### config.mk
export PLATFORM = sky130hd
export DESIGN_NAME = lnkmon_top
export DESIGN_NICKNAME = d
export VERILOG_FILES = /design/src/rtl/lnkmon_pkg.sv /design/src/rtl/lnkmon_win_timer.sv /design/src/rtl/lnkmon_duty_meter.sv /design/src/rtl/lnkmon_sticky.sv /design/src/rtl/lnkmon_top.sv
export SDC_FILE = /design/constraint.sdc
export NUM_CORES = 1
export LEC_CHECK = 0
export BUFFER_PORTS_ARGS = -buffer_cell sky130_fd_sc_hd__buf_2
export CAP_MARGIN = 20
export CORE_UTILIZATION = 58
export CTS_BUF_LIST = sky130_fd_sc_hd__clkbuf_4 sky130_fd_sc_hd__clkbuf_8 sky130_fd_sc_hd__clkbuf_16
export DETAILED_ROUTE_END_ITERATION = 12
export GPL_ROUTABILITY_DRIVEN = 1
export GPL_TIMING_DRIVEN = 1
export MAX_ROUTING_LAYER = met4
export PLACE_DENSITY = 0.83
export SYNTH_ARGS = -nofsm -noshare
export SYNTH_HDL_FRONTEND = slang
export SYNTH_SLANG_ARGS = --single-unit
### constraint.sdc
create_clock -name clk -period 2.35 [get_ports clk]
set_input_delay 0.47 -clock clk [delete_from_list [all_inputs] [get_ports clk]]
set_output_delay 0.47 -clock clk [all_outputs]
set_load 0.01 [all_outputs]
### src/rtl/lnkmon_pkg.sv
package lnkmon_pkg;
  localparam int ST_W      = 9;
  localparam int RATE_W    = 16;
  localparam int FULL_LOG2 = 15;
  localparam logic [RATE_W-1:0] FULL_SCALE = 16'h8000;
endpackage

### src/rtl/lnkmon_win_timer.sv
module lnkmon_win_timer #(
  parameter int WIN_LOG2 = 15
) (
  input  logic clk,
  input  logic rst_n,
  input  logic adv,
  output logic last
);
  logic [WIN_LOG2-1:0] cnt_q;

  always_ff @(posedge clk) begin
    if (!rst_n)   cnt_q <= '0;
    else if (adv) cnt_q <= cnt_q + 1'b1;
  end

  assign last = adv && (&cnt_q);

  // window position frozen while not advancing
  p_win_hold_r10: assert property (@(posedge clk) disable iff (!rst_n)
    !adv |=> $stable(cnt_q));
endmodule

### src/rtl/lnkmon_duty_meter.sv
module lnkmon_duty_meter
  import lnkmon_pkg::*;
#(
  parameter int WIN_LOG2 = 15
) (
  input  logic              clk,
  input  logic              rst_n,
  input  logic              adv,
  input  logic              last,
  input  logic              bit_in,
  output logic [RATE_W-1:0] rate
);
  localparam int SH = FULL_LOG2 - WIN_LOG2;

  logic [WIN_LOG2:0] acc_q;
  logic [WIN_LOG2:0] sum;
  logic [RATE_W-1:0] rate_q;

  assign sum = acc_q + {{WIN_LOG2{1'b0}}, bit_in};

  always_ff @(posedge clk) begin
    if (!rst_n) begin
      acc_q  <= '0;
      rate_q <= '0;
    end else if (adv) begin
      if (last) begin
        rate_q <= RATE_W'(sum) << SH;
        acc_q  <= '0;
      end else begin
        acc_q  <= sum;
      end
    end
  end

  assign rate = rate_q;

  initial begin
    p_win_range_r6: assert (WIN_LOG2 >= 1 && WIN_LOG2 <= FULL_LOG2);
  end

  p_rate_cap_r6: assert property (@(posedge clk) disable iff (!rst_n)
    rate <= FULL_SCALE);
  p_rate_hold_r9: assert property (@(posedge clk) disable iff (!rst_n)
    !(adv && last) |=> $stable(rate));
endmodule

### src/rtl/lnkmon_sticky.sv
module lnkmon_sticky
  import lnkmon_pkg::*;
(
  input  logic            clk,
  input  logic            rst_n,
  input  logic            clr,
  input  logic            test_en,
  input  logic [ST_W-1:0] status_in,
  output logic [ST_W-1:0] sticky
);
  logic [ST_W-1:0] sticky_q;

  always_ff @(posedge clk) begin
    if (!rst_n || clr) sticky_q <= '1;
    else if (test_en)  sticky_q <= sticky_q & status_in;
  end

  assign sticky = sticky_q;

  p_clr_sets_r3: assert property (@(posedge clk) disable iff (!rst_n)
    clr |=> (&sticky));
  p_fail_drops_r4: assert property (@(posedge clk) disable iff (!rst_n)
    (!clr && test_en) |=> ((sticky & ~$past(status_in)) == '0));
  p_no_rise_r5: assert property (@(posedge clk) disable iff (!rst_n)
    !clr |=> ((sticky & ~$past(sticky)) == '0));
  p_idle_hold_r5: assert property (@(posedge clk) disable iff (!rst_n)
    (!clr && !test_en) |=> $stable(sticky));
endmodule

### src/rtl/lnkmon_top.sv
module lnkmon_top
  import lnkmon_pkg::*;
#(
  parameter int WIN_LOG2 = 15
) (
  input  logic                   clk,
  input  logic                   rst_n,
  input  logic                   sticky_clr,
  input  logic                   test_en,
  input  logic [ST_W-1:0]        status_in,
  output logic [31:0]            status_word,
  output logic [ST_W*RATE_W-1:0] rate_flat,
  output logic [RATE_W-1:0]      en_rate
);
  localparam int PAD_W = 16 - ST_W;

  logic [ST_W-1:0] sticky;
  logic            st_last;
  logic            en_last;

  lnkmon_sticky u_sticky (
    .clk       (clk),
    .rst_n     (rst_n),
    .clr       (sticky_clr),
    .test_en   (test_en),
    .status_in (status_in),
    .sticky    (sticky)
  );

  lnkmon_win_timer #(.WIN_LOG2(WIN_LOG2)) u_st_win (
    .clk   (clk),
    .rst_n (rst_n),
    .adv   (test_en),
    .last  (st_last)
  );

  lnkmon_win_timer #(.WIN_LOG2(WIN_LOG2)) u_en_win (
    .clk   (clk),
    .rst_n (rst_n),
    .adv   (1'b1),
    .last  (en_last)
  );

  for (genvar i = 0; i < ST_W; i++) begin : g_flag
    lnkmon_duty_meter #(.WIN_LOG2(WIN_LOG2)) u_meter (
      .clk    (clk),
      .rst_n  (rst_n),
      .adv    (test_en),
      .last   (st_last),
      .bit_in (status_in[i]),
      .rate   (rate_flat[RATE_W*i +: RATE_W])
    );
  end

  lnkmon_duty_meter #(.WIN_LOG2(WIN_LOG2)) u_en_meter (
    .clk    (clk),
    .rst_n  (rst_n),
    .adv    (1'b1),
    .last   (en_last),
    .bit_in (test_en),
    .rate   (en_rate)
  );

  assign status_word = {{PAD_W{1'b0}}, sticky, {PAD_W{1'b0}}, status_in};

  // live field follows the input within the cycle
  p_live_r1: assert property (@(posedge clk) disable iff (!rst_n)
    status_word[ST_W-1:0] == status_in);
endmodule

Yosys cells after proc, flatten, opt, wreduce, memory -nomap -nowiden --
Index checks and enable logic that the tools add are counted. W data, S select, Z words.
Storage, ports and cells: output and inout port bits 192, logic and storage cells 53, register bits 359
Operators by class: multiplexer cells 9, $add $sub $neg 12, reductions and logical operators 7, bitwise gates (word level) 2
Operators by type and width (count):
- $add A16 B1 Y16 | 10
- $mux W16 | 9
- $add A15 B1 Y15 const B | 2
- $reduce_and A15 Y1 | 2
- $and A9 B9 Y9 | 1
- $reduce_and A2 Y1 | 1
- $reduce_or A2 Y1 | 1
- $logic_and A1 B1 Y1 | 1
- $logic_not A1 Y1 | 1
- $logic_or A1 B1 Y1 | 1
- $not A1 Y1 | 1

Logic depth before layout (Yosys ltp) --
word-level depth 3, gate-level depth with buffers 8, depth with buffers taken out 7

Modules after synthesis --
From an unflattened synthesis, not the netlist that was laid out.
Second synthesis, totals: cells, all modules 2154, area total of the unflattened synthesis 18118.6 µm²
Modules (own cells, without submodules):
- lnkmon_duty_meter | area each 1607.8 µm², cells each 193, instances 10, sequential area each 640.6 µm²
- lnkmon_win_timer | area each 754.5 µm², cells each 81, instances 2, sequential area each 300.3 µm²
- lnkmon_sticky | area each 351.6 µm², cells each 37, instances 1, sequential area each 180.2 µm²
- lnkmon_top | area each 180.2 µm², cells each 25, instances 1, sequential area each 0.0 µm²

Worst setup path before layout --
No wires, ideal clock.
path kind input to register, start point input port status_in[5], end point register g_flag[5].u_meter.acc_q[14], setup time 134 ps, stages 7, arrival time 1825 ps, path slack 391 ps, path buffers 0, cells stage by stage ha_1 -> ha_1 -> and3_1 -> nand3_1 -> nor4_1 -> nand2b_1 -> a31oi_1
On the way: word-level cells in the longest chain between the ends 2
Ends and longest elaborated chain:
- start: declaration | RTL line lnkmon_top.sv:10 | input logic [ST_W-1:0] status_in,
- $add A16 B1 Y16 | RTL line lnkmon_duty_meter.sv:19 | assign sum = acc_q + {{WIN_LOG2{1'b0}}, bit_in};
- $mux W16 | RTL line lnkmon_duty_meter.sv:26 | if (last) begin
- end signal: assignment | RTL line lnkmon_duty_meter.sv:30 | acc_q <= sum;
- end: declaration | RTL line lnkmon_duty_meter.sv:15 | logic [WIN_LOG2:0] acc_q;
Every way passes these cells. A chain may end at the register's enable or synchronous reset.

Worst setup path after layout --
start point register u_st_win.cnt_q[3], end point register g_flag[8].u_meter.acc_q[3]
On the way: word-level cells in the longest chain between the ends 3
Ends and longest elaborated chain:
- start: declaration | RTL line lnkmon_win_timer.sv:9 | logic [WIN_LOG2-1:0] cnt_q;
- start signal: assignment | RTL line lnkmon_win_timer.sv:13 | else if (adv) cnt_q <= cnt_q + 1'b1;
- $reduce_and A15 Y1 | RTL line lnkmon_win_timer.sv:16 | assign last = adv && (&cnt_q);
- $logic_and A1 B1 Y1 | RTL line lnkmon_win_timer.sv:16
- $mux W16 | RTL line lnkmon_duty_meter.sv:26
- end signal: assignment | RTL line lnkmon_duty_meter.sv:30
- end: declaration | RTL line lnkmon_duty_meter.sv:15
Every way passes these cells.

==> run metrics <==
status completed; final worst-path cycle share 94.0%; first-pass iteration count of the detailed router 7; multi-input logic area 0.00794 mm²; R2R setup slack 0.14 ns; FF+latch count, synth 359; Reg2Reg Depth 6; vias per cell 5.98; # IOs 205; chip height 167 µm; sequential share of the synthesized area 45.4%; Layout Skew 0.0178 ns; Final #Nets 2052; Slew HR 52.2%; CTS clk-pin slew, worst paths 0.06 ns; Endpoint, Worst Hold u_sticky.sticky[1]; Longest Clk Path Bufs 3; clk root buf clkbuf_16; min-delay src status_in[1]; ANT cells 0; DR vias 14234; effective utilization at floorplan 58.9%; fraction of layout cells with a size suffix above 1 15.3%; clk_lat worst skew 0.53 ns; hold buffers post-CTS 0; RSZ-0062 raised after global routing no; drt initial violations 1133; leakage power 7.08 nW; sequential cell fraction of total power 48.3%; first-pass GRT wire length 66.1 mm; postcts setup bufs 0; total of max-cap violations 0; TritonCTS clock tree built; Area Overhead vs Synth 15.5%; hpwl dp 26.7 mm; CTS buffer count 37; Peak Freq 453 MHz; worst reg2reg startpoint u_st_win.cnt_q[3]; Final Wtd Congestion 0.878; grt total ovfl 0; Max Transition Viols Final 0; Required @ worst endpoint 2.77 ns; Post-Route Utilization 68.0%; final setup fails 0; Reg2Reg Capture Point g_flag[8].u_meter.acc_q[3]; Crit. End Element register; total power 0.0127 W; DRT antenna net count 0; Worst VDD drop 0.491 mV; vias in the first global route 13042; Hold Crit Class input port to register; post-synthesis cell area 0.0158 mm²; cells after synthesis 1885; fillers 2114; Final Cell Area 0.0183 mm²; final WL 40.9 mm; Sw Ratio 21.4%; H-tree depth 2; Net Switching 0.00273 W; DRC errors left 0; Logic pwr share 3.5%; CP arrival 2.63 ns; num rows 60; Yosys warnings 0; register area 0.00719 mm²; Pint 0.00999 W; Tightest Pin Transition 0.717 ns; initial antenna violation count 0; Hold Fails Final Rpt 0; syn avg cell area 8.40 µm²; Placed Instance Area 0.0170 mm²; setup_tns 0 ns; Core Box Area 0.0269 mm²; largest net degree at the start of global routing 154; pwr/cell area 695 mW/mm²; Chip Width 167 µm; GRT Total Usage 29.6%; clock power share 48.1%; Sink Count 359; Setup CP Type register to register; Worst Setup Start Kind register; die area 0.0280 mm²; drt wl/cell 17.2 µm; worst hold path depth 3; Max Fanout on Critical Path 43; input/output buffers 190; min Tclk post-route 2.21 ns; Distinct cells, synth 46
## worst max path at each step
stage / start / endpoint / slack [ns]
6_report: u_st_win.cnt_q[3] / g_flag[8].u_meter.acc_q[3] / 0.14
5_1_grt: u_st_win.cnt_q[2] / g_flag[3].u_meter.rate[3] / 0.02
4_1_cts: u_st_win.cnt_q[2] / g_flag[1].u_meter.acc_q[9] / 0.12
3_5_place_dp: status_in[5] / g_flag[5].u_meter.rate[14] / 0.16
3_3_place_gp: test_en / g_flag[1].u_meter.acc_q[9] / 0.19
2_1_floorplan: status_in[5] / g_flag[5].u_meter.acc_q[14] / 0.39
## through the flow
stage               std cells  setup slack (ns)  hold slack [ns]
floorplan                1898             0.391            0.426
global placement         2316             0.191            0.439
detailed placement       2316             0.162            0.444
CTS                      2380             0.116            0.190
global route             2380            0.0246            0.197
finish                   2380             0.141            0.198
## critical path: stages, from the launching register on
cell,delay [ns]
dfxtp_1,0.41
nand4_2,0.22
or4_2,0.78
buf_4,0.33
nand2_1,0.13
a31oi_1,0.08
o21a_1,0.14
## registers in the layout (all words and copies together), names as in the netlist
signal / count
u_sticky.sticky: 9
u_en_meter.rate: 16
u_en_meter.acc_q: 16
g_flag.u_meter.rate: 144
u_en_win.cnt_q: 15
g_flag.u_meter.acc_q: 144
u_st_win.cnt_q: 15
## placed cells by master (no fill, tap or decap), types with 8 or more instances in the layout
master / count
dfxtp_1: 359
nand2_1: 198
a21oi_1: 194
buf_2: 188
nor2_1: 183
o21ai_0: 123
nand3_1: 97
xor2_1: 93
xnor2_1: 78
a211oi_1: 59
a31oi_1: 49
buf_4: 40
clkbuf_16: 39
nand4_1: 34
and3_1: 34
ha_1: 25
nor3_1: 23
o211ai_1: 23
and4_1: 19
nand2b_1: 16
nor4_1: 15
a311oi_1: 14
conb_1: 14
o21a_1: 13
or3_1: 12
buf_12: 9
and2_1: 8
clkinv_2: 8
## power groups by stage
stage | logic (W) | clock network [W] | registers, W
2_1_floorplan | 0.000297 | 0 | 0.00628
3_3_place_gp | 0.000425 | 0 | 0.00628
3_5_place_dp | 0.000436 | 0 | 0.00628
4_1_cts | 0.000438 | 0.00619 | 0.00614
5_1_grt | 0.000483 | 0.00645 | 0.00615
6_report | 0.000447 | 0.00612 | 0.00615
## cell type report
class                           instances  area share [%]
Sequential cell                       359            39.3
Clock buffer                           51            6.07
Clock inverter                         13           0.924
Multi-Input combinational cell       1370            43.4
Timing Repair Buffer                  237            7.77
Inverter                                9           0.212
Tap cell                              341            2.33
## cell usage after synthesis (all sizes together)
library cell  count  area [µm²]
a211oi           59         443
a21oi           194         971
a2bb2oi           4        35.0
a311oi           14         123
a31oi            49         307
a41oi             6        52.6
and2              8        50.1
and3             34         213
and4             19         166
buf              69         405
clkbuf           91         343
conb              1        3.75
dfxtp           359        7190
ha               25         313
inv               9        33.8
mux2i             2        20.0
nand2           199         749
nand2b           16         100
nand3            97         485
nand3b            2        15.0
nand4            35         225
nand4b            1        8.76
nor2            184         691
nor2b             4        25.0
nor3             24         120
nor3b             7        52.6
nor4             16         115
nor4b             1        8.76
o211a             3        30.0
o211ai           23         173
o21a             13        97.6
o21ai           123         616
o21bai            7        52.6
o221a             1        11.3
o311a             1        10.0
or2               1        6.26
or3              12        75.1
or4               1        7.51
xnor2            78         683
xor2             93         815
## metal layers
layer,global-route usage (%),vias up,routed length (µm)
met4,12.6,0,1520
met1,37.7,6685,17700
li1,-,6879,-
met2,47.0,547,18700
met3,4.59,123,2950
met5,-,-,0
## repair_timing
item | 4_1_cts | 5_1_grt
endpoints found under the hold margin | 0 | 0
setup endpoints to repair | 0 | 1
gates resized for setup | 0 | 1
## kinds of logic (layout without fill, tap and decap cells)
group,Yosys count,in the layout,share of synthesized area [%]
compound gates,497,497,18.4
xor+xnor,171,171,9.46
fa+ha+maj,25,25,1.98
buf+inv,169,310,4.94
flops,359,359,45.4
mux,2,2,0.126
other cells,1,14,0.0237
simple gates,661,661,19.7
(Power assumes the default switching activity.)
